**config.mk**
```make
export PLATFORM = sky130hd
export DESIGN_NAME = adcseq_top
export DESIGN_NICKNAME = d
export VERILOG_FILES = /design/src/rtl/adcseq_pkg.sv /design/src/rtl/adcseq_clkdiv.sv /design/src/rtl/adcseq_timer.sv /design/src/rtl/adcseq_stub.sv /design/src/rtl/adcseq_avg.sv /design/src/rtl/adcseq_top.sv
export SDC_FILE = /design/constraint.sdc
export NUM_CORES = 1
export LEC_CHECK = 0
export BUFFER_PORTS_ARGS = -buffer_cell sky130_fd_sc_hd__buf_2
export CAP_MARGIN = 25
export CORE_ASPECT_RATIO = 0.8
export CORE_MARGIN = 1.5
export CORE_UTILIZATION = 57
export CTS_BUF_LIST = sky130_fd_sc_hd__clkbuf_2 sky130_fd_sc_hd__clkbuf_4 sky130_fd_sc_hd__clkbuf_8
export DETAILED_ROUTE_END_ITERATION = 7
export PLACE_DENSITY = 0.77
export SYNTH_ARGS = -nofsm -noshare
export SYNTH_HDL_FRONTEND = slang
export SYNTH_HIERARCHICAL = 1
export SYNTH_SLANG_ARGS = --single-unit
export TNS_END_PERCENT = 5
```
**constraint.sdc**
```tcl
create_clock -name clk -period 8.31 [get_ports clk]
set_clock_uncertainty 0.2 [all_clocks]
set_input_delay 0.4155 -clock clk [delete_from_list [all_inputs] [get_ports clk]]
set_output_delay 0.4155 -clock clk [all_outputs]
set_load 0.01 [all_outputs]
```
**src/rtl/adcseq_pkg.sv**
```systemverilog
package adcseq_pkg;

    // Externally visible phase code
    typedef enum logic [1:0] {
        PH_IDLE   = 2'd0,
        PH_START  = 2'd1,
        PH_SAMPLE = 2'd2,
        PH_CONV   = 2'd3
    } phase_e;

    // Latched sequence configuration
    typedef struct packed {
        logic       wide;
        logic [1:0] div_sel;
        logic       ls_en;
        logic [1:0] ls_sel;
        logic       hs_en;
        logic [2:0] avg_log;
    } seq_cfg_t;

endpackage

```
**src/rtl/adcseq_clkdiv.sv**
```systemverilog
// Conversion clock enable generator.
// Produces a one-cycle tick every 2^div_sel bus cycles while run is high.
// Assumes: the counter is held at zero while run is low, so the first tick
// after run rises is exactly 2^div_sel cycles later.
module adcseq_clkdiv #(
    parameter int SEL_W = 2
) (
    input  logic             clk,
    input  logic             rst_n,
    input  logic             run,
    input  logic [SEL_W-1:0] div_sel,
    output logic             tick
);
    localparam int CNT_W = (1 << SEL_W) - 1;

    logic [CNT_W-1:0] cnt;
    logic [CNT_W-1:0] lim;

    // Terminal count 2^div_sel - 1 as a thermometer of ones
    always_comb begin
        lim = '0;
        for (int i = 0; i < CNT_W; i++) begin
            if (i < int'(div_sel)) lim[i] = 1'b1;
        end
    end

    assign tick = run && (cnt == lim);

    // Divider counter, cleared when stopped or at terminal count
    always_ff @(posedge clk) begin
        if (!rst_n) begin
            cnt <= '0;
        end else if (!run || tick) begin
            cnt <= '0;
        end else begin
            cnt <= cnt + 1'b1;
        end
    end
endmodule

```
**src/rtl/adcseq_timer.sv**
```systemverilog
// Phase sequencer for one triggered conversion sequence.
// Runs a bus-cycle startup, a conversion-clock startup, then per conversion
// an optional long-sample interval and a convert interval, repeated over the
// averaging count. Flags the capture point of each conversion and the final one.
// Assumes: tick comes from a divider that runs only while ck_run is high.
module adcseq_timer
    import adcseq_pkg::*;
#(
    parameter int STARTUP_BUS = 5,
    parameter int SU_CK_DIV1  = 5,
    parameter int SU_CK_DIVN  = 3,
    parameter int BASE_NARROW = 20,
    parameter int BASE_WIDE   = 34,
    parameter int HS_ADD      = 2,
    parameter int LS_ADD0     = 20,
    parameter int LS_ADD1     = 12,
    parameter int LS_ADD2     = 6,
    parameter int LS_ADD3     = 2,
    parameter int AVG_LOG_MAX = 5,
    parameter int PC_W        = 8,
    parameter int SH_W        = 3
) (
    input  logic            clk,
    input  logic            rst_n,
    input  logic            start,
    input  seq_cfg_t        cfg_in,
    input  logic            tick,
    output seq_cfg_t        cfg_q,
    output phase_e          phase,
    output logic            ck_run,
    output logic            cap,
    output logic            fin,
    output logic [SH_W-1:0] avg_shift
);
    localparam int NC_W = AVG_LOG_MAX + 1;

    typedef enum logic [2:0] {
        T_IDLE, T_BUSW, T_CKUP, T_SMP, T_CNV
    } tstate_e;

    tstate_e          st;
    logic [PC_W-1:0]  pc;
    logic [NC_W-1:0]  nconv;
    logic [PC_W-1:0]  su_len;
    logic [PC_W-1:0]  ls_len;
    logic [PC_W-1:0]  cv_len;
    logic [NC_W-1:0]  last_idx;
    logic             last_conv;
    logic             cv_end;

    // Startup clock count depends on whether the divider bypasses
    always_comb su_len = (cfg_q.div_sel == '0) ? PC_W'(SU_CK_DIV1) : PC_W'(SU_CK_DIVN);

    // Long-sample adder lookup
    always_comb begin
        unique case (cfg_q.ls_sel)
            2'd0:    ls_len = PC_W'(LS_ADD0);
            2'd1:    ls_len = PC_W'(LS_ADD1);
            2'd2:    ls_len = PC_W'(LS_ADD2);
            default: ls_len = PC_W'(LS_ADD3);
        endcase
        if (!cfg_q.ls_en) ls_len = '0;
    end

    // Convert interval: base time plus high-speed adder
    always_comb cv_len = (cfg_q.wide ? PC_W'(BASE_WIDE) : PC_W'(BASE_NARROW))
                       + (cfg_q.hs_en ? PC_W'(HS_ADD) : '0);

    // Clamped averaging shift
    always_comb avg_shift = (int'(cfg_q.avg_log) > AVG_LOG_MAX)
                          ? SH_W'(AVG_LOG_MAX) : SH_W'(cfg_q.avg_log);

    // Index of the last conversion, 2^shift - 1
    always_comb begin
        last_idx = '0;
        for (int i = 0; i < NC_W; i++) begin
            if (i < int'(avg_shift)) last_idx[i] = 1'b1;
        end
    end

    assign last_conv = (nconv == last_idx);
    assign cv_end    = (st == T_CNV) && tick && (pc == cv_len - 1'b1);
    assign cap       = cv_end;
    assign fin       = cv_end && last_conv;
    assign ck_run    = (st == T_CKUP) || (st == T_SMP) || (st == T_CNV);

    // External phase code from internal state
    always_comb begin
        unique case (st)
            T_BUSW, T_CKUP: phase = PH_START;
            T_SMP:          phase = PH_SAMPLE;
            T_CNV:          phase = PH_CONV;
            default:        phase = PH_IDLE;
        endcase
    end

    // Sequence state, interval counter and conversion counter
    always_ff @(posedge clk) begin
        if (!rst_n) begin
            st    <= T_IDLE;
            pc    <= '0;
            nconv <= '0;
            cfg_q <= '0;
        end else begin
            unique case (st)
                T_IDLE: begin
                    if (start) begin
                        cfg_q <= cfg_in;
                        st    <= T_BUSW;
                        pc    <= '0;
                        nconv <= '0;
                    end
                end
                T_BUSW: begin
                    if (pc == PC_W'(STARTUP_BUS - 1)) begin
                        pc <= '0;
                        st <= T_CKUP;
                    end else begin
                        pc <= pc + 1'b1;
                    end
                end
                T_CKUP: begin
                    if (tick) begin
                        if (pc == su_len - 1'b1) begin
                            pc <= '0;
                            st <= (ls_len != '0) ? T_SMP : T_CNV;
                        end else begin
                            pc <= pc + 1'b1;
                        end
                    end
                end
                T_SMP: begin
                    if (tick) begin
                        if (pc == ls_len - 1'b1) begin
                            pc <= '0;
                            st <= T_CNV;
                        end else begin
                            pc <= pc + 1'b1;
                        end
                    end
                end
                T_CNV: begin
                    if (tick) begin
                        if (pc == cv_len - 1'b1) begin
                            pc <= '0;
                            if (last_conv) begin
                                st <= T_IDLE;
                            end else begin
                                nconv <= nconv + 1'b1;
                                st    <= (ls_len != '0) ? T_SMP : T_CNV;
                            end
                        end else begin
                            pc <= pc + 1'b1;
                        end
                    end
                end
                default: st <= T_IDLE;
            endcase
        end
    end
endmodule

```
**src/rtl/adcseq_stub.sv**
```systemverilog
// Analog stand-in: returns the externally supplied word, masked to the
// active resolution.
// Assumes: NARROW_W is smaller than DATA_W.
module adcseq_stub #(
    parameter int DATA_W   = 16,
    parameter int NARROW_W = 10
) (
    input  logic              wide,
    input  logic [DATA_W-1:0] raw,
    output logic [DATA_W-1:0] word
);
    localparam int PAD_W = DATA_W - NARROW_W;

    // Resolution mask
    always_comb word = wide ? raw : {{PAD_W{1'b0}}, raw[NARROW_W-1:0]};
endmodule

```
**src/rtl/adcseq_avg.sv**
```systemverilog
// Averaging accumulator. Sums captured words and on the final capture
// presents the sum shifted by the averaging log with a one-cycle done.
// Assumes: every sequence ends with a fin strobe, so the sum restarts at 0.
module adcseq_avg #(
    parameter int DATA_W      = 16,
    parameter int AVG_LOG_MAX = 5,
    parameter int SH_W        = 3
) (
    input  logic              clk,
    input  logic              rst_n,
    input  logic              cap,
    input  logic              fin,
    input  logic [DATA_W-1:0] word,
    input  logic [SH_W-1:0]   shift,
    output logic              done,
    output logic [DATA_W-1:0] result
);
    localparam int ACC_W = DATA_W + AVG_LOG_MAX;

    logic [ACC_W-1:0] acc;
    logic [ACC_W-1:0] sum_next;

    always_comb sum_next = acc + ACC_W'(word);

    // Accumulate, and publish the averaged value on the final capture
    always_ff @(posedge clk) begin
        if (!rst_n) begin
            acc    <= '0;
            done   <= 1'b0;
            result <= '0;
        end else begin
            done <= 1'b0;
            if (cap) begin
                if (fin) begin
                    acc    <= '0;
                    result <= DATA_W'(sum_next >> shift);
                    done   <= 1'b1;
                end else begin
                    acc <= sum_next;
                end
            end
        end
    end
endmodule

```
**src/rtl/adcseq_top.sv**
```systemverilog
// Conversion timing sequencer top level.
// Joins the phase sequencer, the conversion clock divider, the analog stub
// and the averaging accumulator.
// Assumes: adc_word is valid at every conversion-clock pulse.
module adcseq_top
    import adcseq_pkg::*;
#(
    parameter int DATA_W      = 16,
    parameter int NARROW_W    = 10,
    parameter int DIV_W       = 2,
    parameter int AVG_LOG_MAX = 5,
    parameter int SH_W        = 3
) (
    input  logic              clk,
    input  logic              rst_n,
    input  logic              start,
    input  logic              wide,
    input  logic [DIV_W-1:0]  div_sel,
    input  logic              ls_en,
    input  logic [1:0]        ls_sel,
    input  logic              hs_en,
    input  logic [SH_W-1:0]   avg_log,
    input  logic [DATA_W-1:0] adc_word,
    output logic              conv_ck_en,
    output logic [1:0]        phase,
    output logic              done,
    output logic [DATA_W-1:0] result
);
    seq_cfg_t          cfg_in;
    seq_cfg_t          cfg_q;
    phase_e            ph;
    logic              ck_run;
    logic              tick;
    logic              cap;
    logic              fin;
    logic [SH_W-1:0]   avg_shift;
    logic [DATA_W-1:0] word;

    // Pack configuration pins
    always_comb begin
        cfg_in.wide    = wide;
        cfg_in.div_sel = div_sel;
        cfg_in.ls_en   = ls_en;
        cfg_in.ls_sel  = ls_sel;
        cfg_in.hs_en   = hs_en;
        cfg_in.avg_log = avg_log;
    end

    adcseq_timer #(
        .AVG_LOG_MAX (AVG_LOG_MAX),
        .SH_W        (SH_W)
    ) u_timer (
        .clk       (clk),
        .rst_n     (rst_n),
        .start     (start),
        .cfg_in    (cfg_in),
        .tick      (tick),
        .cfg_q     (cfg_q),
        .phase     (ph),
        .ck_run    (ck_run),
        .cap       (cap),
        .fin       (fin),
        .avg_shift (avg_shift)
    );

    adcseq_clkdiv #(
        .SEL_W (DIV_W)
    ) u_div (
        .clk     (clk),
        .rst_n   (rst_n),
        .run     (ck_run),
        .div_sel (cfg_q.div_sel),
        .tick    (tick)
    );

    adcseq_stub #(
        .DATA_W   (DATA_W),
        .NARROW_W (NARROW_W)
    ) u_stub (
        .wide (cfg_q.wide),
        .raw  (adc_word),
        .word (word)
    );

    adcseq_avg #(
        .DATA_W      (DATA_W),
        .AVG_LOG_MAX (AVG_LOG_MAX),
        .SH_W        (SH_W)
    ) u_avg (
        .clk    (clk),
        .rst_n  (rst_n),
        .cap    (cap),
        .fin    (fin),
        .word   (word),
        .shift  (avg_shift),
        .done   (done),
        .result (result)
    );

    assign conv_ck_en = tick;
    assign phase      = ph;
endmodule

```
[Yosys cells after proc, flatten, opt, wreduce, memory -nomap -nowiden]
Cells that the tools add are included.
Cells by class
  add/subtract/negate cells: 8
  $lt $le $gt $ge: 10
  equality and inequality tests: 21
  shift-type cells: 1
  mux-type cells: 44
  bitwise logic cells: 1
  reduce and logical (&&, ||, !) cells: 22
Operators by type and width (number)
  8-bit two-way mux: 8
  8-bit one-hot mux with 5 select lines: 1
  3-bit two-way mux: 12
  6-bit two-way mux: 5
  8-bit equality test: 3
  21-bit by 16-bit adder with 21-bit output: 1
  21-bit two-way mux: 1
  21-bit by 3-bit >> shifter with 16-bit output: 1
  16-bit two-way mux: 1
  8-bit by 1-bit subtractor with 8-bit output (second input constant): 2
  3-bit one-hot mux with 5 select lines: 1
  5-bit one-hot mux with 3 select lines: 1
  6-bit one-hot mux with 2 select lines: 1
  1-bit two-way mux: 10
  2-bit inequality test (second input constant): 5
  5-bit AND reduction: 2
  8-bit by 1-bit adder with 8-bit output (second input constant): 1
  8-bit adder: 1
  8-bit by 3-bit equality test with 1-bit output (second input constant): 1
  2-bit by 1-bit inequality test with 1-bit output (second input constant): 4
  8-bit AND reduction: 1
  8-bit nonzero test: 1
  6-bit by 1-bit adder with 6-bit output (second input constant): 1
  3-bit by 2-bit equality test with 1-bit output (second input constant): 2
  27 further kinds: 40
Storage, ports and cells
  register bits: 68
  bits of input ports: 29
  output and inout bits: 20
  word-level logic and storage cells: 120

[Logic depth before layout (Yosys ltp)]
Gate-level depths: netlist of run 1.
  word-level depth: 9
  mapped depth: 14
  mapped depth without buffers: 11

[By module]
Netlist of run 1, hierarchy kept.
By module, submodules not included
  adcseq_avg: times used 1, cells an instance 420, area an instance 3424.5 um2, sequential area each 760.7 um2
  adcseq_timer: times used 1, cells an instance 255, area an instance 1900.6 um2, sequential area each 540.5 um2
  adcseq_clkdiv: times used 1, cells an instance 17, area an instance 167.7 um2, sequential area each 60.1 um2
  adcseq_stub: times used 1, cells an instance 16, area an instance 112.6 um2, sequential area each 0.0 um2

[Worst setup path before layout of run 1]
Ideal clock, no wire load.
  path type: reg-to-reg
  start point: register u_div.cnt[2]
  end point: register u_avg.result[0]
  library setup time: 0.119 ns
  arrival: 2.946 ns
  data required time: 7.991 ns
  setup slack: 5.046 ns
  stages on the path, launching flop included: 12
  buffers on the path: 3
  clock period less this slack: 3.264 ns
  path through: dfxtp_1 -> or4_1 -> mux2i_2 -> o21a_1 -> nand4_1 -> inv_1 -> clkdlybuf4s50_2 -> and2_1 -> clkbuf_1 -> clkbuf_8 -> o21ai_0 -> o221a_2
On the way
  cells in the longest elaborated chain, start to end: 6
RTL lines
  start, declared: RTL line adcseq_clkdiv.sv:16  | logic [CNT_W-1:0] cnt;
  start signal, assigned: RTL line adcseq_clkdiv.sv:36  | cnt <= cnt + 1'b1;
  3-bit equality test (*): RTL line adcseq_clkdiv.sv:27  | assign tick = run && (cnt == lim);
  1-bit logical AND (*): RTL line adcseq_clkdiv.sv:27
  net conv_ck_en: RTL line adcseq_top.sv:24  | output logic conv_ck_en,
  1-bit logical AND (*) (2 in series): RTL line adcseq_timer.sv:82  | assign cv_end = (st == T_CNV) && tick && (pc == cv_len - 1'b1);
  net cap: RTL line adcseq_top.sv:34  | logic cap;
  1-bit logical AND: RTL line adcseq_timer.sv:84  | assign fin = cv_end && last_conv;
  2-bit AND reduction (no line) (*)
  end signal, assigned: RTL line adcseq_avg.sv:36  | result <= DATA_W'(sum_next >> shift);
  end, declared: RTL line adcseq_avg.sv:16  | output logic [DATA_W-1:0] result
Mark *: on every way through the listed nets, which the timed path passes. The rest lies on a longest branch.
A chain may end at the register's enable or synchronous reset.

[Final worst setup path of run 1]
  start point: register, netlist name u_timer/cfg_q[7]
  end point: register u_avg.result[9]
On the way
  cells in the longest elaborated chain, start to end: 8
  elaborated cells between the ends (all ways): 12
  classes of those cells: order compare: 3; eq/ne: 1; mux: 3; reduce/logical: 5
RTL lines
  1-bit by 2-bit less-than comparator with 1-bit output or 2-bit less-than comparator (tied branches): RTL line adcseq_clkdiv.sv:23  | if (i < int'(div_sel)) lim[i] = 1'b1;
  1-bit two-way mux: RTL line adcseq_clkdiv.sv:23
  3-bit equality test (*): RTL line adcseq_clkdiv.sv:27
  1-bit logical AND (*): RTL line adcseq_clkdiv.sv:27
  1-bit logical AND (*) (2 in series): RTL line adcseq_timer.sv:82
  net cap: RTL line adcseq_top.sv:34
  1-bit logical AND: RTL line adcseq_timer.sv:84
  2-bit AND reduction (no line) (*)
Marks and branches as above.

==> results of run 1 <==
==> cell usage in the layout, fill, tap and decap left out, types with 6 or more instances in the layout <==
cell type,instances
dfxtp_1,68
nand2_1,63
buf_2,49
nor2_1,42
a21oi_1,38
inv_1,34
o21ai_0,33
nand3_1,31
and2_1,24
nor2b_1,22
ha_1,22
o22ai_1,18
o211ai_1,14
a21boi_1,14
xnor2_1,13
nor3_1,13
o21ai_1,11
clkbuf_8,10
xor2_1,10
and3_1,9
a211oi_1,7
mux4_2,7
nand4_1,7
or3_1,7
o21a_1,7
o31ai_1,6
nand2b_1,6
a31oi_1,6
==> worst reg2reg max path, delay by kind of cell, from the launching register on <==
family,cells,cell delay (ns)
buf+inv,1,0.62
compound gates,3,0.55
simple gates,4,1.69
flops,1,0.36
mux,1,0.25
==> layout make-up <==
class | count | area, um2 | share of cell area (%)
Inverter | 37 | 139 | 2.37
Sequential cell | 68 | 1360 | 23.3
Tap cell | 119 | 149 | 2.54
Clock inverter | 5 | 75.1 | 1.28
Timing Repair Buffer | 53 | 275 | 4.70
Clock buffer | 11 | 145 | 2.48
Multi-Input combinational cell | 542 | 3710 | 63.3
==> cells by family (layout without fill, tap and decap cells) <==
kind of cell	after synthesis	count (layout)	share of synthesized area, %
multiplexers	15	15	4.35
AND/OR/NAND/NOR	257	257	24.4
AO/OA/AOI/OAI	224	224	28.5
XOR/XNOR	23	23	3.59
buffers and inverters	98	106	9.64
flip-flops	68	68	24.3
adder cells (fa/ha/maj)	23	23	5.27
==> power by group <==
group          switching [mW]  leakage [nW]  internal, mW
logic                   0.196          1.68         0.114
registers              0.0278         0.549         0.339
clock network           0.130         0.116         0.179
total                   0.354          2.35         0.633
==> metal layers <==
layer / part of all wire (%) / global-route usage, %
met1: 46 / 41.9
met5: 0 / 0
met4: 1.3 / 7.50
met2: 44 / 43.1
met3: 8.3 / 7.01
==> sequential cells by signal, summed over array words and instances (netlist names) <==
register       count
u_avg/acc         21
u_timer/st         3
u_timer/nconv      6
u_avg/result      16
u_div/cnt          3
u_timer/pc         8
u_avg/done         1
u_timer/cfg_q     10
==> worst max-delay path by stage <==
stage,to,slack (ns),cells after the start
after floorplan,u_avg/result[0],5.05,11
after global placement,u_avg/result[10],4.69,9
after detailed placement,u_avg/result[10],4.57,9
after CTS,u_avg/result[10],4.57,9
after global routing,u_avg/result[10],4.05,9
final,u_avg/result[9],4.54,9
==> results.yml, run 1 <==
clock_tree:
  cts_setup_buffers: 0
  cts_tree: "yes"
  cts.path.max_buffers: 2
  root_buffer: "clkbuf_8"
  clkTransAtPathRegs_ns: 0.08
  cts-buffers-inserted: 9
  cts_max_level: 3
  clkLatencyLatePin_ns: 0.36
  postCtsHoldBufs: 0
  cts_resized: 0
  clock-sinks: 68
synthesis:
  synth_area_leaders: "dfxtp_1, ha_1, nand2_1, a21oi_1, o21ai_0"
  yosys.cell_count.top_type: "dfxtp_1"
  syn_inst: 708
  synth_top_area_share_pct: 24.3
  synth.cell_area_um2: 5610
  syn-num-nets: 760
  ys_ff_latch: 68
  synth_area_leader_cell: "dfxtp_1"
  synth_common_cells: "dfxtp_1, nand2_1, nor2_1"
  async_flop_share_pct: 0
  post_synth_num_cell_types: 98
  synth.avg_cell_area_um2: 7.92
  ys_warn_count: 6
  yosysSeqAreaShare_pct: 24.3
  synth-main-ff-cell: "dfxtp_1"
  synth_edf_count: 0
global_routing:
  grt_pass1_vias: 5034
  grt_pass1_wl_um: 24500
  antenna_found_initial: 0
  grt_max_degree: 72
  grt_overflow: 0
  grt_use_total_pct: 29.0
floorplanning:
  io_pins: 49
  row_count: 32
  die_h_um: 91.7
  core_um2: 9610
  dieArea_um2: 10400
  die_w_um: 114
  initial_core_util_pct: 58.3
critical_path:
  crit_path_start_kind: "flop"
  r2r_slack_ns: 4.54
  cp_top_family: "simple AND/OR/NAND/NOR gates"
  end_kind: "flop"
  slowest_stage: "and2_1"
  worstPathMaxFanout: 27
  critical_path_buf_inv_count: 1
  critPathKind: "flop to flop"
  crit_path_start: "u_timer/cfg_q[7]"
  rr_endpoint: "u_avg/result[9]"
  max_stage_delay_ns: 0.73
  path_cells: "or4_1, mux2i_2, o21a_1, nand4_1, inv_1, and2_1, nand2_1, o221ai_1, a21oi_1"
  required_ns: 8.35
  reg2reg_depth: 9
  reg2reg_from: "u_timer/cfg_q[7]"
  cp.arrival_ns: 3.81
drt:
  wl_um: 14400
  vias: 5429
  firstDrtPassIters: 5
  ant_nets: 0
  drtIter0Drc: 550
  avgViaCountPerCell: 6.50
  post_drt_wl_per_cell_um: 17.3
  remaining_drc_errors: 0
finish:
  layout-drive-gt1-share_pct: 16.2
  syn_to_final_growth_pct: 4.37
  diodes: 0
  nFillCells: 853
  stdcell_area_um2: 5850
  final_cells: 835
  nets: 763
  utilization_pct: 60.9
sta:
  hold_violations: 0
  final.min_clock_period_ns: 3.77
  hold_ws_ns: 0.0884
  setup_viol_count_final: 0
  max_freq_ghz: 0.265
  finalCritPeriodShare_pct: 45.4
  drv_slew: 0
  tns_ns: 0
  setup_slack_ns: 4.54
  grt_setup_unrepaired: "false"
  tightest_slew_ns: 0.756
  relSlewSlack_pct: 49.6
min_path:
  holdPathEnd: "u_timer/cfg_q[4]"
  worstHoldStart: "ls_sel[0]"
  hp-class: "primary input to flop"
  hold_depth: 3
placed_design:
  dp.cells: 818
  portBuffers: 48
  place_area_um2: 5630
  dp_hpwl_um: 10500
  place_congestion: 0.912
  place_ws_ns: 4.57
power:
  power.leakage_nw: 2.35
  power_mw: 0.986
  irDropWorstVdd_uv: 120
  power_density_nw_per_um2: 169
status:
  status: "finished, final reports clean"
job:
  drv_cap: 0
No activity file was read; power rests on OpenSTA's default activity.
==> run 2: changes to the inputs <==
--- a/config.mk
+++ b/config.mk
@@ -12,7 +12,7 @@
 export CORE_UTILIZATION = 57
 export CTS_BUF_LIST = sky130_fd_sc_hd__clkbuf_2 sky130_fd_sc_hd__clkbuf_4 sky130_fd_sc_hd__clkbuf_8
 export DETAILED_ROUTE_END_ITERATION = 7
-export PLACE_DENSITY = 0.77
+export PLACE_DENSITY = 0.8
 export SYNTH_ARGS = -nofsm -noshare
 export SYNTH_HDL_FRONTEND = slang
 export SYNTH_HIERARCHICAL = 1
==> constraint.sdc (replaced) <==
create_clock -name clk -period 3.1 [get_ports clk]
set_clock_uncertainty 0.2 [all_clocks]
set_input_delay 0.155 -clock clk [delete_from_list [all_inputs] [get_ports clk]]
set_output_delay 0.155 -clock clk [all_outputs]
set_load 0.01 [all_outputs]
==> run 2 against run 1 <==
Global-route usage shrank 0.49 points. Fmax rose by 25%. Worst setup slack worse by 4.5 ns. Via count rose by 4.2%. Hold slack improved by 0.064 ns. First-iteration DRC count grew 16%. Sequential share of layout area is 2.0 points lower. Die area did not move. Combinational power rose to 3.0 times the previous value. Critical path type unchanged. Largest cell class unchanged.
==> results.yml, run 2 (synthesis gave the netlist of run 1 again) <==
power:
  power_mw: 2.57
  power.leakage_nw: 2.59
  clockPowerShare_pct: 26.2
  irDropWorstVdd_uv: 254
  intPower_mw: 1.59
  power.share.combinational_pct: 36.1
  power_density_nw_per_um2: 401
  p_sw_mw: 0.984
  netSwitchingFraction_pct: 38.3
  pwr-share-seq_pct: 37.7
sta:
  grt_setup_unrepaired: "true"
  hold_violations: 0
  tns_ns: 0
  setup_viol_count_final: 0
  finalCritPeriodShare_pct: 97.7
  relSlewSlack_pct: 49.0
  drv_slew: 0
  max_freq_ghz: 0.330
  final.min_clock_period_ns: 3.03
  tightest_slew_ns: 0.765
floorplanning:
  initial_core_util_pct: 58.3
  die_w_um: 114
  row_count: 32
  core_um2: 9610
  dieArea_um2: 10400
  die_h_um: 91.7
  io_pins: 49
clock_tree:
  cts_max_level: 3
  clkLatencyLatePin_ns: 0.36
  cts-buffers-inserted: 9
  root_buffer: "clkbuf_8"
  cts.path.max_buffers: 2
  cts_tree: "yes"
  clock-sinks: 68
  clkTransAtPathRegs_ns: 0.08
finish:
  nFillCells: 783
  final_common_cell: "dfxtp_1"
  regMostFlops: "u_avg/acc"
  nets: 815
  diodes: 0
  utilization_pct: 66.7
  largest_reg_flops: 21
  seq_area_um2: 1370
  final_cells: 887
  multiInputGateArea_um2: 3880
  layout-drive-gt1-share_pct: 24.2
  syn_to_final_growth_pct: 14.4
  final_cell_mix: "dfxtp_1, nand2_1, buf_2"
  reg.largest.list: "u_avg/acc (21), u_avg/result (16), u_timer/cfg_q (10)"
placed_design:
  dp.cells: 847
  place_congestion: 0.955
  dp_hpwl_um: 10600
  portBuffers: 48
critical_path:
  required_ns: 3.15
  cp.arrival_ns: 3.08
  end_kind: "flop"
  r2r_slack_ns: 0.07
  critPathKind: "flop to flop"
  crit_path_start_kind: "flop"
  worstPathMaxFanout: 10
global_routing:
  grt_overflow: 0
  grt_use_total_pct: 28.5
  antenna_found_initial: 0
  grt_pass1_vias: 4968
  grt_pass1_wl_um: 23900
  grt_max_degree: 45
drt:
  vias: 5658
  wl_um: 15200
  firstDrtPassIters: 5
  avgViaCountPerCell: 6.38
  post_drt_wl_per_cell_um: 17.1
  remaining_drc_errors: 0
  ant_nets: 0
  drtIter0Drc: 638
job:
  drv_cap: 0
min_path:
  hp-class: "primary input to flop"
status:
  status: "finished, final reports clean"
-- run 2: per-layer routing --
metal / vias to the layer above / part of all wire [%] / GRT usage, %
li1: 2703 / - / -
met1: 2678 / 45 / 40.0
met2: 240 / 45 / 43.6
met3: 37 / 7.4 / 5.42
met4: 0 / 2.1 / 10.1
met5: - / 0 / 0
-- run 2: area by class of cell --
cell class | count | area share, %
clock inverter | 5 | 0.429
tap | 119 | 2.32
sequential | 68 | 21.3
inverter | 37 | 2.17
multi-input combinational | 542 | 60.5
timing repair buffer | 105 | 11.0
clock buffer | 11 | 2.26
-- run 2: repair_timing --
item                                   4_1_cts  5_1_grt
setup endpoints to repair                    1       29
hold buffers                                10        0
endpoints found under the hold margin       10        0
pin swaps                                    2       17
gates resized for setup                      2       36
setup buffers                                1       13
-- run 2: worst paths after layout --
check                         from          endpoint  cells past startpoint
setup reg to reg  u_timer/cfg_q[9]  u_avg/result[15]                      8
setup / recovery  u_timer/cfg_q[9]  u_avg/result[15]                      8
hold / removal         adc_word[0]      u_avg/acc[0]                      5
hold reg to reg   u_timer/cfg_q[3]  u_timer/cfg_q[3]                      2
-- run 2: through the flow --
| step | area (um2) | hold WS, ns | worst slack, ns |
|---|---|---|---|
| 5_1_grt | 6410 | 0.162 | -0.111 |
| 4_1_cts | 6140 | 0.115 | 0.00556 |
| 3_5_place_dp | 5850 | 0.203 | -0.0225 |
| 2_1_floorplan | 5610 | 0.0898 | 0.147 |
| 6_report | 6410 | 0.152 | 0.0724 |
| 3_3_place_gp | 5850 | 0.196 | 0.0692 |
-- run 2: power by group through the flow --
stage | clock network [mW] | registers, mW | logic, mW
3_3_place_gp | 0 | 0.984 | 0.827
4_1_cts | 0.693 | 0.968 | 0.874
2_1_floorplan | 0 | 0.960 | 0.677
6_report | 0.673 | 0.971 | 0.928
5_1_grt | 0.729 | 0.977 | 1.00
3_5_place_dp | 0 | 0.989 | 0.859
-- run 2: critical path, stage by stage (launching register included) --
cell and delay [ns]:
dfxtp_4 0.38, and2_1 0.15, ha_2 0.20, or3_2 0.46, a311o_1 0.41, o2111a_2 0.33, a31o_1 0.22, o31a_1 0.29
o31a_1 0.27
